[config.mk]
export PLATFORM = sky130hd
export DESIGN_NAME = hostirq_ctrl
export DESIGN_NICKNAME = d
export VERILOG_FILES = /design/src/rtl/hostirq_pkg.sv /design/src/rtl/hostirq_regs.sv /design/src/rtl/hostirq_event.sv /design/src/rtl/hostirq_ctrl.sv
export SDC_FILE = /design/constraint.sdc
export NUM_CORES = 1
export LEC_CHECK = 0
export ABC_AREA = 1
export BUFFER_PORTS_ARGS = -buffer_cell sky130_fd_sc_hd__buf_2
export CAP_MARGIN = 20
export CORE_ASPECT_RATIO = 1.2
export CORE_MARGIN = 2
export CORE_UTILIZATION = 41
export CTS_CLUSTER_DIAMETER = 120
export CTS_CLUSTER_SIZE = 10
export DETAILED_ROUTE_END_ITERATION = 10
export PLACE_DENSITY = 0.78
export SKIP_CTS_REPAIR_TIMING = 1
export SYNTH_ARGS = -nofsm -noshare
export SYNTH_HDL_FRONTEND = slang
export SYNTH_SLANG_ARGS = --single-unit
[constraint.sdc]
create_clock -name clk -period 0.98 [get_ports clk]
set_input_delay 0 -clock clk [delete_from_list [all_inputs] [get_ports clk]]
set_output_delay 0 -clock clk [all_outputs]
set_load 0.01 [all_outputs]
[src/rtl/hostirq_pkg.sv]
package hostirq_pkg;

  localparam int WORD_W           = 32;
  localparam int CMD_W            = 16;
  localparam int CMD_INTX_DIS_BIT = 10;

  // Next value of one sticky mailbox bit: a new strobe wins over a clear.
  function automatic logic sticky_next(input logic cur, input logic set_b, input logic clr_b);
    return set_b | (cur & ~clr_b);
  endfunction

  // Combined host request from the status and enable words.
  function automatic logic any_pending(input logic [WORD_W-1:0] stat,
                                       input logic [WORD_W-1:0] enab);
    return |(stat & enab);
  endfunction

endpackage

[src/rtl/hostirq_regs.sv]
module hostirq_regs
  import hostirq_pkg::*;
#(
  parameter int N_LVL    = 16,
  parameter int N_MBX    = 8,
  parameter int ADDR_W   = 4,
  parameter int STAT_OFS = 0,
  parameter int ENAB_OFS = 4
) (
  input  logic              clk,
  input  logic              rst_n,
  input  logic [N_LVL-1:0]  lvl_irq_i,
  input  logic [N_MBX-1:0]  mbx_wr_i,
  input  logic [ADDR_W-1:0] reg_addr_i,
  input  logic              reg_wr_i,
  input  logic [WORD_W-1:0] reg_wdata_i,
  output logic [WORD_W-1:0] reg_rdata_o,
  output logic [WORD_W-1:0] stat_o,
  output logic [WORD_W-1:0] enab_o,
  output logic              stat_wr_o
);

  localparam int N_SRC  = N_LVL + N_MBX;
  localparam int MBX_LO = N_LVL;

  logic [N_LVL-1:0] lvl_q;
  logic [N_MBX-1:0] mbx_q;
  logic [N_SRC-1:0] enab_q;
  logic             stat_sel;
  logic             enab_sel;
  logic             stat_wr;
  logic             enab_wr;
  logic             unused_wdata;

  assign stat_sel  = (reg_addr_i == ADDR_W'(STAT_OFS));
  assign enab_sel  = (reg_addr_i == ADDR_W'(ENAB_OFS));
  assign stat_wr   = reg_wr_i & stat_sel;
  assign enab_wr   = reg_wr_i & enab_sel;
  assign stat_wr_o = stat_wr;

  assign unused_wdata = ^reg_wdata_i[WORD_W-1:N_SRC];

  // Level sources: sampled once per cycle, never written by software.
  always_ff @(posedge clk) begin
    if (!rst_n) lvl_q <= '0;
    else        lvl_q <= lvl_irq_i;
  end

  // Mailbox sources: sticky, cleared by writing one.
  for (genvar i = 0; i < N_MBX; i++) begin : g_mbx
    always_ff @(posedge clk) begin
      if (!rst_n) mbx_q[i] <= 1'b0;
      else        mbx_q[i] <= sticky_next(mbx_q[i], mbx_wr_i[i],
                                          stat_wr & reg_wdata_i[MBX_LO+i]);
    end
  end

  always_ff @(posedge clk) begin
    if (!rst_n)       enab_q <= '0;
    else if (enab_wr) enab_q <= reg_wdata_i[N_SRC-1:0];
  end

  always_comb begin
    stat_o = '0;
    stat_o[N_SRC-1:0] = {mbx_q, lvl_q};
    enab_o = '0;
    enab_o[N_SRC-1:0] = enab_q;
  end

  always_comb begin
    reg_rdata_o = '0;
    if (stat_sel)      reg_rdata_o = stat_o;
    else if (enab_sel) reg_rdata_o = enab_o;
  end

endmodule

[src/rtl/hostirq_event.sv]
module hostirq_event (
  input  logic clk,
  input  logic rst_n,
  input  logic req_i,
  input  logic msi_mode_i,
  input  logic intx_dis_i,
  output logic msi_req_o,
  output logic intx_assert_o,
  output logic intx_deassert_o,
  output logic intx_on_o
);

  logic req_q;
  logic req_rise;
  logic intx_target;
  logic intx_on;

  assign req_rise    = req_i & ~req_q;
  // The legacy wire must be asserted exactly while this holds.
  assign intx_target = ~msi_mode_i & req_i & ~intx_dis_i;
  assign intx_on_o   = intx_on;

  always_ff @(posedge clk) begin
    if (!rst_n) begin
      req_q           <= 1'b0;
      intx_on         <= 1'b0;
      msi_req_o       <= 1'b0;
      intx_assert_o   <= 1'b0;
      intx_deassert_o <= 1'b0;
    end else begin
      req_q           <= req_i;
      intx_on         <= intx_target;
      msi_req_o       <= msi_mode_i & req_rise;
      intx_assert_o   <= intx_target & ~intx_on;
      intx_deassert_o <= ~intx_target & intx_on;
    end
  end

endmodule

[src/rtl/hostirq_ctrl.sv]
module hostirq_ctrl
  import hostirq_pkg::*;
#(
  parameter int N_LVL    = 16,
  parameter int N_MBX    = 8,
  parameter int ADDR_W   = 4,
  parameter int STAT_OFS = 0,
  parameter int ENAB_OFS = 4
) (
  input  logic              clk,
  input  logic              rst_n,
  input  logic [N_LVL-1:0]  lvl_irq_i,
  input  logic [N_MBX-1:0]  mbx_wr_i,
  input  logic [ADDR_W-1:0] reg_addr_i,
  input  logic              reg_wr_i,
  input  logic [WORD_W-1:0] reg_wdata_i,
  output logic [WORD_W-1:0] reg_rdata_o,
  input  logic [CMD_W-1:0]  cfg_cmd_i,
  input  logic              msi_mode_i,
  output logic              msi_req_o,
  output logic              intx_assert_o,
  output logic              intx_deassert_o
);

  logic [WORD_W-1:0] stat_w;
  logic [WORD_W-1:0] enab_w;
  logic [N_LVL-1:0]  lvl_w;
  logic [N_MBX-1:0]  mbx_w;
  logic              stat_wr_w;
  logic              req_w;
  logic              intx_dis_w;
  logic              intx_on_w;
  logic              unused_cmd;

  assign intx_dis_w = cfg_cmd_i[CMD_INTX_DIS_BIT];
  assign unused_cmd = ^cfg_cmd_i;

  hostirq_regs #(
    .N_LVL(N_LVL), .N_MBX(N_MBX), .ADDR_W(ADDR_W),
    .STAT_OFS(STAT_OFS), .ENAB_OFS(ENAB_OFS)
  ) i_regs (
    .clk        (clk),
    .rst_n      (rst_n),
    .lvl_irq_i  (lvl_irq_i),
    .mbx_wr_i   (mbx_wr_i),
    .reg_addr_i (reg_addr_i),
    .reg_wr_i   (reg_wr_i),
    .reg_wdata_i(reg_wdata_i),
    .reg_rdata_o(reg_rdata_o),
    .stat_o     (stat_w),
    .enab_o     (enab_w),
    .stat_wr_o  (stat_wr_w)
  );

  assign lvl_w = stat_w[N_LVL-1:0];
  assign mbx_w = stat_w[N_LVL+N_MBX-1:N_LVL];
  assign req_w = any_pending(stat_w, enab_w);

  hostirq_event i_event (
    .clk            (clk),
    .rst_n          (rst_n),
    .req_i          (req_w),
    .msi_mode_i     (msi_mode_i),
    .intx_dis_i     (intx_dis_w),
    .msi_req_o      (msi_req_o),
    .intx_assert_o  (intx_assert_o),
    .intx_deassert_o(intx_deassert_o),
    .intx_on_o      (intx_on_w)
  );

endmodule

Word level (Yosys, flattened, before mapping)

Index checks and enable logic that the tools add are counted.

Logic and storage cells: 66
Register bits after elaboration: 53

Muxes and demuxes: 2
Reductions and logical operators: 2
Bitwise logic cells: 46
Equality and inequality tests: 1

Operators with widths:

| kind                 | count |
|---|---|
| $mux W32             | 1 |
| $reduce_or A32 Y1    | 1 |
| $and A1 B1 Y1        | 24 |
| $and A24 B24 Y24     | 1 |
| $mux W24             | 1 |
| $not A1 Y1           | 13 |
| $or A1 B1 Y1         | 8 |
| $eq A4 B3 Y1 const B | 1 |
| $logic_not A4 Y1     | 1 |

Logic depth before layout (Yosys ltp)

Depth in word-level cells: 6
Mapped depth: 8
Gate-level depth less buffers: 8

By module

A second synthesis with hierarchy kept.

Cells, all modules: 412
Area, all modules: 2633.8 um2

Modules (own cells, without submodules):

| module        | cells each | times used | area each (um2) |
|---|---|---|---|
| hostirq_regs  | 332        | 1          | 2244.7 |
| hostirq_ctrl  | 63         | 1          | 236.5 |
| hostirq_event | 17         | 1          | 152.6 |

Worst setup path after synthesis

No wires, ideal clock.

Path type: flip-flop to flip-flop
From: register i_regs.mbx_q[7], in the netlist i_regs.stat_o[23]
To: register i_event.intx_assert_o
Library setup time: 0.112 ns
Cell stages (with the launch flop): 9
Clock period less this slack: 0.950 ns
Setup slack: 0.030 ns
Data required time: 0.868 ns
Arrival time: 0.838 ns
Cells stage by stage: dfxtp_1 nand2_1 nand2_1 nor2_1 nand2_1 nor2_1 nand2_1 nand3_1 nor2_1

Cells in the longest elaborated chain, start to end: 5

RTL lines:

| element                         | line                | text |
|---|---|---|
| start, declared                 | hostirq_regs.sv:27  | `logic [N_MBX-1:0] mbx_q;` |
| start signal, assigned by index | hostirq_regs.sv:53  | `else mbx_q[i] <= sticky_next(mbx_q[i], mbx_wr_i[i],` |
| $and A24 B24 Y24                | hostirq_pkg.sv:15   | `return \|(stat & enab);` |
| $reduce_or A32 Y1               | hostirq_pkg.sv:15   |  |
| $and A1 B1 Y1 (2 in a row)      | hostirq_event.sv:20 | `assign intx_target = ~msi_mode_i & req_i & ~intx_dis_i;` |
| $and A1 B1 Y1                   | hostirq_event.sv:34 | `intx_assert_o <= intx_target & ~intx_on;` |
| end signal, assigned            | hostirq_event.sv:34 |  |
| end, declared                   | hostirq_event.sv:8  | `output logic intx_assert_o,` |

Every way passes these cells.
A chain may end at the register's enable or synchronous reset.

Worst setup path after layout

From: register i_regs.enab_q[10]
To: register i_event.intx_assert_o

Cells in the longest elaborated chain, start to end: 5

RTL lines:

| element                    | line                | text |
|---|---|---|
| start, declared            | hostirq_regs.sv:28  | `logic [N_SRC-1:0] enab_q;` |
| start signal, assigned     | hostirq_regs.sv:60  | `else if (enab_wr) enab_q <= reg_wdata_i[N_SRC-1:0];` |
| $and A24 B24 Y24           | hostirq_pkg.sv:15   |  |
| $reduce_or A32 Y1          | hostirq_pkg.sv:15   |  |
| $and A1 B1 Y1 (2 in a row) | hostirq_event.sv:20 |  |
| $and A1 B1 Y1              | hostirq_event.sv:34 |  |

Every way passes these cells.

==> flow_summary.ini <==
[floorplanning]
fp-row-count = 29
pin_count = 115
coreArea_mm2 = 0.00530
start_util_pct = 42.4
die_y_um = 85.1
dieWidth_um = 71.5
design.die.area_mm2 = 0.00609

[synth]
synthCells = 321
synth_edf_count = 0
synth-seq-cells = 53
ys_seq_area_share_pct = 47.3
async_reset_ff_share_pct = 0
synth_ff_type = dfxtp_1
yosysUniqueCellTypes = 15
avgSynthCellArea_um2 = 6.99
syn_area_mm2 = 0.00224
yosysWarningCount = 0

[critical_path]
path_class = flop to flop
cp.required_ps = 1190
crit_fanout = 3
arrival_ps = 1320
crit_path_start_kind = flop
endpoint_kind = flop

[clocking]
clkSinkCount = 53
htreeDepth = 2
tritoncts = done
cts_root_buffer = clkbuf_8
clkTransAtPathRegs_ps = 100
clkLatencyLatePin_ps = 300
clock_path_buffers = 2
cts_buffers = 5

[routing]
vias = 2484
drcViolationCount = 0
wirelength_um = 6580
drt_iter0_drc = 137
viasPerCell = 4.84
wl_per_cell_um = 12.8
ant_nets = 0
first_pass_iters = 4

[pwr]
ir_drop_mv = 1.15
power_density_mw_per_mm2 = 1240
p_leak_uw = 0.00179

[global_route]
grt_max_degree = 40
globalRouteMet2Util_pct = 29.0
grt_busiest_layer = met2
use_met1_pct = 20.0
antenna_found_initial = 0
grt_usage_pct = 17.1
grt.overflow.total = 0
first_global_vias = 2033
grt_pass1_wl_um = 8310
grt_util_met3_pct = 5.23

[layout]
final_common_cell = buf_2
area_growth_pct = 59.4
layout.cells.non_filler = 513
layout-drive-gt1-share_pct = 45.7
final_cell_mix = 81 x buf_2, 58 x nand2_1, 36 x inv_1, 34 x dfxtp_2, 32 x a21oi_1
fill_cells = 434
final_nets = 530
antenna_cells = 0
postLayoutCoreUtil_pct = 67.5

[sta]
min_period_over_period_pct = 113
fmax_mhz = 900
period_minus_slack_ps = 1110
skew_ps = 10.1
final_hold_viol_count = 8
maxSlewViolCount = 0
finalSetupViolations = 30
setup_ws_ps = -131
rsz0062_at_grt = yes
holdWs_ps = -14.8

[min_path]
hold_class = input port to flop

[status]
status = finished, violations left
violations = negative hold slack, negative setup slack

[run]
cap_violations = 0

[place]
routabilityCongestion = 0.753
dpl.cell_count = 463
dp_hpwl_um = 3760
numPortBuffers = 83
layer usage:
metal | routed length [um] | vias to the layer above
li1 | - | 1247
met1 | 2640 | 1138
met2 | 3410 | 82
met3 | 368 | 17
met4 | 160 | 0
met5 | 0 | -
state kept, by name (all words and copies together), names as in the netlist:
name	count
i_event.intx_deassert_o	1
i_event.req_q	1
i_regs.enab_q	24
i_event.intx_assert_o	1
i_event.intx_on_o	1
i_event.msi_req_o	1
i_regs.stat_o	8
i_regs.lvl_q	16
final cells by class:
class,instances,area (um^2),share of cell area [%]
inverters,49,189,5.28
clock buffers,5,68.8,1.92
clock inverters,3,43.8,1.22
flip-flops and latches,53,1100,30.8
well taps,62,77.6,2.17
repair buffers,139,1030,28.9
multi-input cells,202,1060,29.7
metrics by stage:
stage / setup slack [ps] / total power, uW / hold WS (ps) / setup TNS, ps / cell area (um^2)
final: -131 / 4430 / -14.8 / -1090 / 3580
after global routing: -211 / 4600 / 4.92 / -2390 / 3580
after CTS: -228 / 4200 / -140 / -2130 / 2890
after detailed placement: -211 / 2750 / 185 / -3610 / 2770
after global placement: -210 / 2740 / 179 / -3060 / 2770
after floorplan: 29.6 / 2550 / 97.6 / 0 / 2270
synth_stat cells, types with 2 or more instances:
library cell | instances | area share (%)
a21oi_1 | 34 | 7.6
buf_2 | 3 | 0.67
buf_4 | 8 | 2.7
buf_6 | 2 | 1.0
clkbuf_1 | 11 | 1.8
dfxtp_1 | 53 | 47
inv_1 | 47 | 7.9
nand2_1 | 81 | 14
nand3_1 | 11 | 2.5
nor2_1 | 18 | 3.0
nor3_2 | 2 | 0.89
o21ai_0 | 48 | 11
final timing paths:
path / to / slack [ps] / startpoint / cells after the start
hold reg to reg: i_event.intx_assert_o / 420 / i_event.intx_on_o / 1
setup / recovery: i_event.intx_assert_o / -130 / i_regs.enab_q[10] / 8
setup reg to reg: i_event.intx_assert_o / -130 / i_regs.enab_q[10] / 8
hold / removal: i_regs.enab_q[3] / -10 / reg_wdata_i[3] / 3
report_power, final:
part           internal [uW]  switching (uW)  leakage [uW]
Combinational            333             303       0.00128
Clock                    766             721     0.0000585
Sequential              2250            57.2      0.000448
worst max-delay path: stages (launching register included):
cell and delay [ps]:
dfxtp_2 330, nand2_1 50, nand2_1 60, nor2_2 130, nand2_2 80, nor2_4 140, nand2_2 100, nand3_2 80
nor2_1 40
cell families after synthesis:
logic type | synth area share (%)
compound gates | 18.3
flops | 47.3
other cells | 0.167
simple gates | 19.9
buf+inv | 14.4
(Power assumes the default switching activity.)
